`src/rtl/tsmap_pkg.sv`:
```
`timescale 1ns/1ps
package tsmap_pkg;
    localparam int N_MAPS = 4;
    localparam int MAP_W  = 2;

    typedef enum logic {
        ST_ABSENT  = 1'b0,
        ST_PRESENT = 1'b1
    } line_state_e;

    // map index = {direction, kind}: 0 rx slot, 1 rx sub, 2 tx slot, 3 tx sub
    function automatic logic is_tx(input logic [MAP_W-1:0] idx);
        return idx[1];
    endfunction
endpackage

```
`src/rtl/line_sense.sv`:
```
`timescale 1ns/1ps
module line_sense #(
    parameter int GAP_LIMIT = 16,
    localparam int GAP_W = $clog2(GAP_LIMIT + 1)
) (
    input  logic clk,
    input  logic rst_n,
    input  logic ser_clk,
    output logic edge_seen,
    output logic line_live
);
    import tsmap_pkg::*;

    logic s_meta, s_sync, s_prev;
    logic [GAP_W-1:0] gap;
    line_state_e state, state_nx;

    always_ff @(posedge clk) begin
        if (!rst_n) begin
            s_meta <= 1'b0;
            s_sync <= 1'b0;
            s_prev <= 1'b0;
        end else begin
            s_meta <= ser_clk;
            s_sync <= s_meta;
            s_prev <= s_sync;
        end
    end

    assign edge_seen = s_sync & ~s_prev;

    always_ff @(posedge clk) begin
        if (!rst_n)
            gap <= '0;
        else if (edge_seen)
            gap <= '0;
        else if (gap < GAP_W'(GAP_LIMIT - 1))
            gap <= gap + 1'b1;
    end

    always_comb begin
        state_nx = state;
        unique case (state)
            ST_ABSENT:  if (edge_seen) state_nx = ST_PRESENT;
            ST_PRESENT: if (!edge_seen && gap == GAP_W'(GAP_LIMIT - 1))
                            state_nx = ST_ABSENT;
            default:    state_nx = ST_ABSENT;
        endcase
    end

    always_ff @(posedge clk) begin
        if (!rst_n) state <= ST_ABSENT;
        else        state <= state_nx;
    end

    always_comb begin
        line_live = (state == ST_PRESENT);
    end
endmodule

```
`src/rtl/map_store.sv`:
```
`timescale 1ns/1ps
module map_store #(
    parameter int DEPTH = 32,
    parameter int WIDTH = 8,
    localparam int IDX_W = $clog2(DEPTH)
) (
    input  logic             clk,
    input  logic             rst_n,
    input  logic             we,
    input  logic [IDX_W-1:0] waddr,
    input  logic [WIDTH-1:0] wdata,
    input  logic [IDX_W-1:0] raddr_a,
    output logic [WIDTH-1:0] rdata_a,
    input  logic [IDX_W-1:0] raddr_b,
    output logic [WIDTH-1:0] rdata_b
);
    logic [WIDTH-1:0] cells [DEPTH];

    always_ff @(posedge clk) begin
        if (!rst_n) begin
            for (int i = 0; i < DEPTH; i++) cells[i] <= '0;
        end else if (we) begin
            cells[waddr] <= wdata;
        end
    end

    assign rdata_a = cells[raddr_a];
    assign rdata_b = cells[raddr_b];
endmodule

```
`src/rtl/host_rd.sv`:
```
`timescale 1ns/1ps
module host_rd #(
    parameter int WIDTH = 8,
    parameter int N_MAPS = 4,
    localparam int SEL_W = $clog2(N_MAPS)
) (
    input  logic                        clk,
    input  logic                        rst_n,
    input  logic                        re,
    input  logic                        live,
    input  logic [SEL_W-1:0]            map_idx,
    input  logic [N_MAPS-1:0][WIDTH-1:0] cand,
    output logic [WIDTH-1:0]            rdata
);
    import tsmap_pkg::*;

    logic [WIDTH-1:0] pick;

    always_comb begin
        if (!live || is_tx(map_idx))
            pick = '1;
        else
            pick = cand[map_idx];
    end

    always_ff @(posedge clk) begin
        if (!rst_n)  rdata <= '0;
        else if (re) rdata <= pick;
    end
endmodule

```
`src/rtl/tsmap_regs.sv`:
```
`timescale 1ns/1ps
module tsmap_regs #(
    parameter int SLOTS     = 32,
    parameter int ENTRY_W   = 8,
    parameter int GAP_LIMIT = 16,
    localparam int SLOT_W = $clog2(SLOTS),
    localparam int ADDR_W = SLOT_W + 2
) (
    input  logic               clk,
    input  logic               rst_n,
    input  logic               ser_clk,
    input  logic [ADDR_W-1:0]  host_addr,
    input  logic               host_we,
    input  logic [ENTRY_W-1:0] host_wdata,
    input  logic               host_re,
    output logic [ENTRY_W-1:0] host_rdata,
    output logic               line_live,
    input  logic [SLOT_W-1:0]  slot_sel,
    output logic [ENTRY_W-1:0] rx_slot_entry,
    output logic [ENTRY_W-1:0] rx_sub_entry,
    output logic [ENTRY_W-1:0] tx_slot_entry,
    output logic [ENTRY_W-1:0] tx_sub_entry
);
    import tsmap_pkg::*;

    logic                          edge_seen;
    logic [MAP_W-1:0]              map_idx;
    logic [SLOT_W-1:0]             slot_idx;
    logic [N_MAPS-1:0][ENTRY_W-1:0] host_view;
    logic [N_MAPS-1:0][ENTRY_W-1:0] slot_view;

    assign map_idx  = host_addr[ADDR_W-1:SLOT_W];
    assign slot_idx = host_addr[SLOT_W-1:0];

    line_sense #(.GAP_LIMIT(GAP_LIMIT)) u_sense (
        .clk(clk), .rst_n(rst_n), .ser_clk(ser_clk),
        .edge_seen(edge_seen), .line_live(line_live)
    );

    for (genvar m = 0; m < N_MAPS; m++) begin : g_map
        logic wr_hit;
        assign wr_hit = host_we && line_live && (map_idx == MAP_W'(m));
        map_store #(.DEPTH(SLOTS), .WIDTH(ENTRY_W)) u_store (
            .clk(clk), .rst_n(rst_n),
            .we(wr_hit), .waddr(slot_idx), .wdata(host_wdata),
            .raddr_a(slot_idx), .rdata_a(host_view[m]),
            .raddr_b(slot_sel), .rdata_b(slot_view[m])
        );
    end

    host_rd #(.WIDTH(ENTRY_W), .N_MAPS(N_MAPS)) u_rd (
        .clk(clk), .rst_n(rst_n), .re(host_re), .live(line_live),
        .map_idx(map_idx), .cand(host_view), .rdata(host_rdata)
    );

    assign rx_slot_entry = slot_view[0];
    assign rx_sub_entry  = slot_view[1];
    assign tx_slot_entry = slot_view[2];
    assign tx_sub_entry  = slot_view[3];
endmodule

```
`config.mk`:
```
export PLATFORM = sky130hd
export DESIGN_NAME = tsmap_regs
export DESIGN_NICKNAME = d
export VERILOG_FILES = /design/src/rtl/tsmap_pkg.sv /design/src/rtl/line_sense.sv /design/src/rtl/map_store.sv /design/src/rtl/host_rd.sv /design/src/rtl/tsmap_regs.sv
export SDC_FILE = /design/constraint.sdc
export NUM_CORES = 2
export LEC_CHECK = 0
export CORE_MARGIN = 4
export CORE_UTILIZATION = 63
export CTS_CLUSTER_DIAMETER = 50
export DETAILED_ROUTE_END_ITERATION = 8
export GPL_TIMING_DRIVEN = 0
export PLACE_DENSITY = 0.85
export SKIP_CTS_REPAIR_TIMING = 1
export SYNTH_ARGS = -nofsm -noshare
export SYNTH_HDL_FRONTEND = slang
export SYNTH_SLANG_ARGS = --single-unit
```
`constraint.sdc`:
```
create_clock -name clk -period 5.8 [get_ports clk]
set_input_delay 1.74 -clock clk [delete_from_list [all_inputs] [get_ports clk]]
set_output_delay 1.74 -clock clk [all_outputs]
set_load 0.05 [all_outputs]
```
==> flow_summary.ini <==
[timing]
worst_pin_slew_ns = 1.664
report.final.slew_viol_count = 32
setup_violations = 31
finalSetupTns_ns = -1.435
max-slew-margin-rel_pct = -10.93
final_hold_viol_count = 0
max_freq_mhz = 170.1
fin_ws_ns = -0.07797
skew_ns = 0.02568
final_period_minus_worst_setup_slack_ns = 5.878
fin_crit_sh_pct = 101.3

[worst_setup_path]
critPathLaunch = slot_sel[1]
critPathSlowestCell = mux4_2
worst_ep_required_time_ns = 4.06
cp.arrival_ns = 4.14
r2r_start = u_sense.line_live
cp_max_fo = 10
path_class = input port to output pin
crit_path_max_incr_delay_ns = 0.54
crit_path_frequent_cell = mux4_2
endpoint_kind = output pin
crit_chain = clkbuf_2, buf_4, mux4_2, mux4_2, mux2_2, buf_2
cp-start-kind = input port
regToRegSetupSlack_ns = 2.34

[floorplanning]
fp-row-count = 104
die_h_um = 294.9
die-area_mm2 = 0.08695
die_w_um = 294.9
ios = 66
initial_core_util_pct = 63.96
core_mm2 = 0.08107

[synthesis]
yosysTopAreaCell = edfxtp_1
synth_top_family_by_area = multiplexers
yosysWarnings = 0
synthArstFlopShare_pct = 0
syn-cell-area_mm2 = 0.05185
yosys.area_share.simple_pct = 14.87
synth_seq_cells = 1041
ys_types = 56
synth_adder_area_share_pct = 0.04826
synth_xor_area_share_pct = 0
synth_ff_type = edfxtp_1
synth_top_area_share_pct = 59.31
muxShareOfSynthArea_pct = 20.15
synth-seq-area-share_pct = 59.96
synth_edf_count = 1024
synth_nets = 3404
synth.area.top_cells = edfxtp_1 59%, mux4_2 18%, and2_1 12%, clkbuf_1 1.5%, o21ai_0 1.3%
syn_area_per_cell_um2 = 15.35
synthCells = 3377
synth_compound_area_share_pct = 2.587

[pwr]
power_density_mw_per_mm2 = 313.9
leakage_uw = 0.02077
vdd_ir_drop_max_uv = 300.4
total_power_uw = 18270

[drt]
wl_per_cell_um = 39.62
drcViolationCount = 0
drt_wl_total_mm = 187.9
drt_iter0_markers = 6224
num_vias = 35180
ant_nets = 0
via_per_inst = 7.418
drt_first_pass_iters = 9

[placed_design]
port_buffers = 48
gp_congestion = 1.049
placed_area_mm2 = 0.05370
dp_hpwl_mm = 132.7

[status]
status = complete, but fails checks
failed_checks = capacitance limit, slew limit, setup timing

[clock_tree]
cts_made_buffers = 114
cts_root_buffer = clkbuf_16
clk_pin_slew_worst_paths_ns = 0.06
clk_latency_ns = 0.70
clock_sink_count = 1041
cts_tree = done
htree_levels = 3
clockBufferDepth = 3

[cells_and_area]
fin_area_mm2 = 0.05819
synthToLayoutAreaGrowth_pct = 12.24
drive_gt1_share_pct = 21.84
nets = 3596

[grt]
grt_pass1_wl_mm = 258.7
antenna_found_initial = 26
grt_overflow = 0
grt_pass1_vias = 34490
grt_usage_pct = 43.64
grt_max_degree = 16

[job]
max_cap_violations = 5

[worst_hold_path]
holdCritStartpoint = u_sense.s_meta
hp-class = flop to flop
cells by family (layout without fill, tap and decap cells):
group,Yosys count,count (layout)
AOI/OAI and AO/OA,225,225
adders and majority gates,2,2
other,0,15
DFF,1041,1041
and+or+nand+nor,1307,1307
buffers and inverters,283,573
muxes,519,519
metal layers:
metal | share of wire [%] | routed length, um | vias up | track usage (%)
met5 | 0.074 | 139 | - | 0.6652
met4 | 9.5 | 17890 | 24 | 32.09
met3 | 17 | 32310 | 984 | 19.43
met2 | 43 | 80310 | 3556 | 62.47
met1 | 30 | 57240 | 17340 | 52.70
li1 | - | - | 13280 | -
cell usage after synthesis, types with 10 or more instances:
| cell | count |
|---|---|
| a22oi_1 | 16 |
| clkbuf_1 | 209 |
| buf_1 | 10 |
| nor3_1 | 12 |
| and2_1 | 1029 |
| o22ai_1 | 24 |
| dfxtp_1 | 17 |
| buf_4 | 19 |
| mux2i_1 | 66 |
| nor2b_1 | 12 |
| nor2_1 | 142 |
| mux4_2 | 416 |
| o21ai_0 | 136 |
| buf_2 | 35 |
| nand2_1 | 52 |
| nand3_1 | 16 |
| mux2_2 | 37 |
| edfxtp_1 | 1024 |
critical path: cells and delay by family:
kind	cells	cell delay, ns
mux	3	1.31
buf+inv	3	1.06
cell usage in the layout, fill, tap and decap left out, types with 19 or more instances in the layout:
cell type,Yosys,final
and2_1,1029,1029
buf_2,35,57
buf_4,19,19
clkbuf_1,209,188
clkbuf_16,0,121
clkbuf_2,0,25
clkbuf_4,0,22
clkinv_1,0,19
edfxtp_1,1024,1024
mux2_2,37,34
mux2i_1,66,66
mux4_2,416,416
nand2_1,52,52
nor2_1,142,142
o21ai_0,136,106
o21ai_1,0,30
o22ai_1,24,24
sequential cells by signal (all words and copies together) (netlist names):
register / cells
g_map.u_store.cells: 1024
u_sense.line_live: 1
u_sense.s_sync: 1
u_rd.rdata: 8
u_sense.gap: 5
u_sense.s_prev: 1
u_sense.s_meta: 1
power breakdown:
part           total (uW)  switching, uW  internal [uW]  leakage, uW
clock network        7770           3170           4600      0.00196
registers            8610            117           8500       0.0107
logic                1890           1260            623      0.00809
total               18300           4550          13700       0.0208
final timing paths:
| check | end | cells after the start |
|---|---|---|
| setup / recovery | tx_slot_entry[3] | 6 |
| hold / removal | u_sense.s_sync | 1 |
| setup reg to reg | g_map[1].u_store.cells[1][4] | 4 |
| hold reg to reg | u_sense.s_sync | 1 |
layout make-up:
class	instances	area, um2
antenna	15	37.54
buffer	281	1608
clock buffer	137	3074
clock inverter	77	925.9
fill	5059	22880
inverter	2	7.507
multi-input combinational	2053	19530
sequential	1041	31090
tap	1060	1326
timing repair buffer	76	590.6
per-stage QoR:
stage / setup slack, ns / util (%) / cells / hold WS, ns
floorplan: 0.4171 / - / 3377 / 0.4119
global placement: -1.797 / 66.18 / 4485 / 0.4182
detailed placement: -1.765 / 66.24 / 4491 / 0.4238
CTS: -1.787 / 71.17 / 4705 / 0.4374
global route: -0.004824 / 71.73 / 4727 / 0.4634
finish: -0.07797 / 71.78 / 4742 / 0.4345
Power figures use the tool's default switching activity.
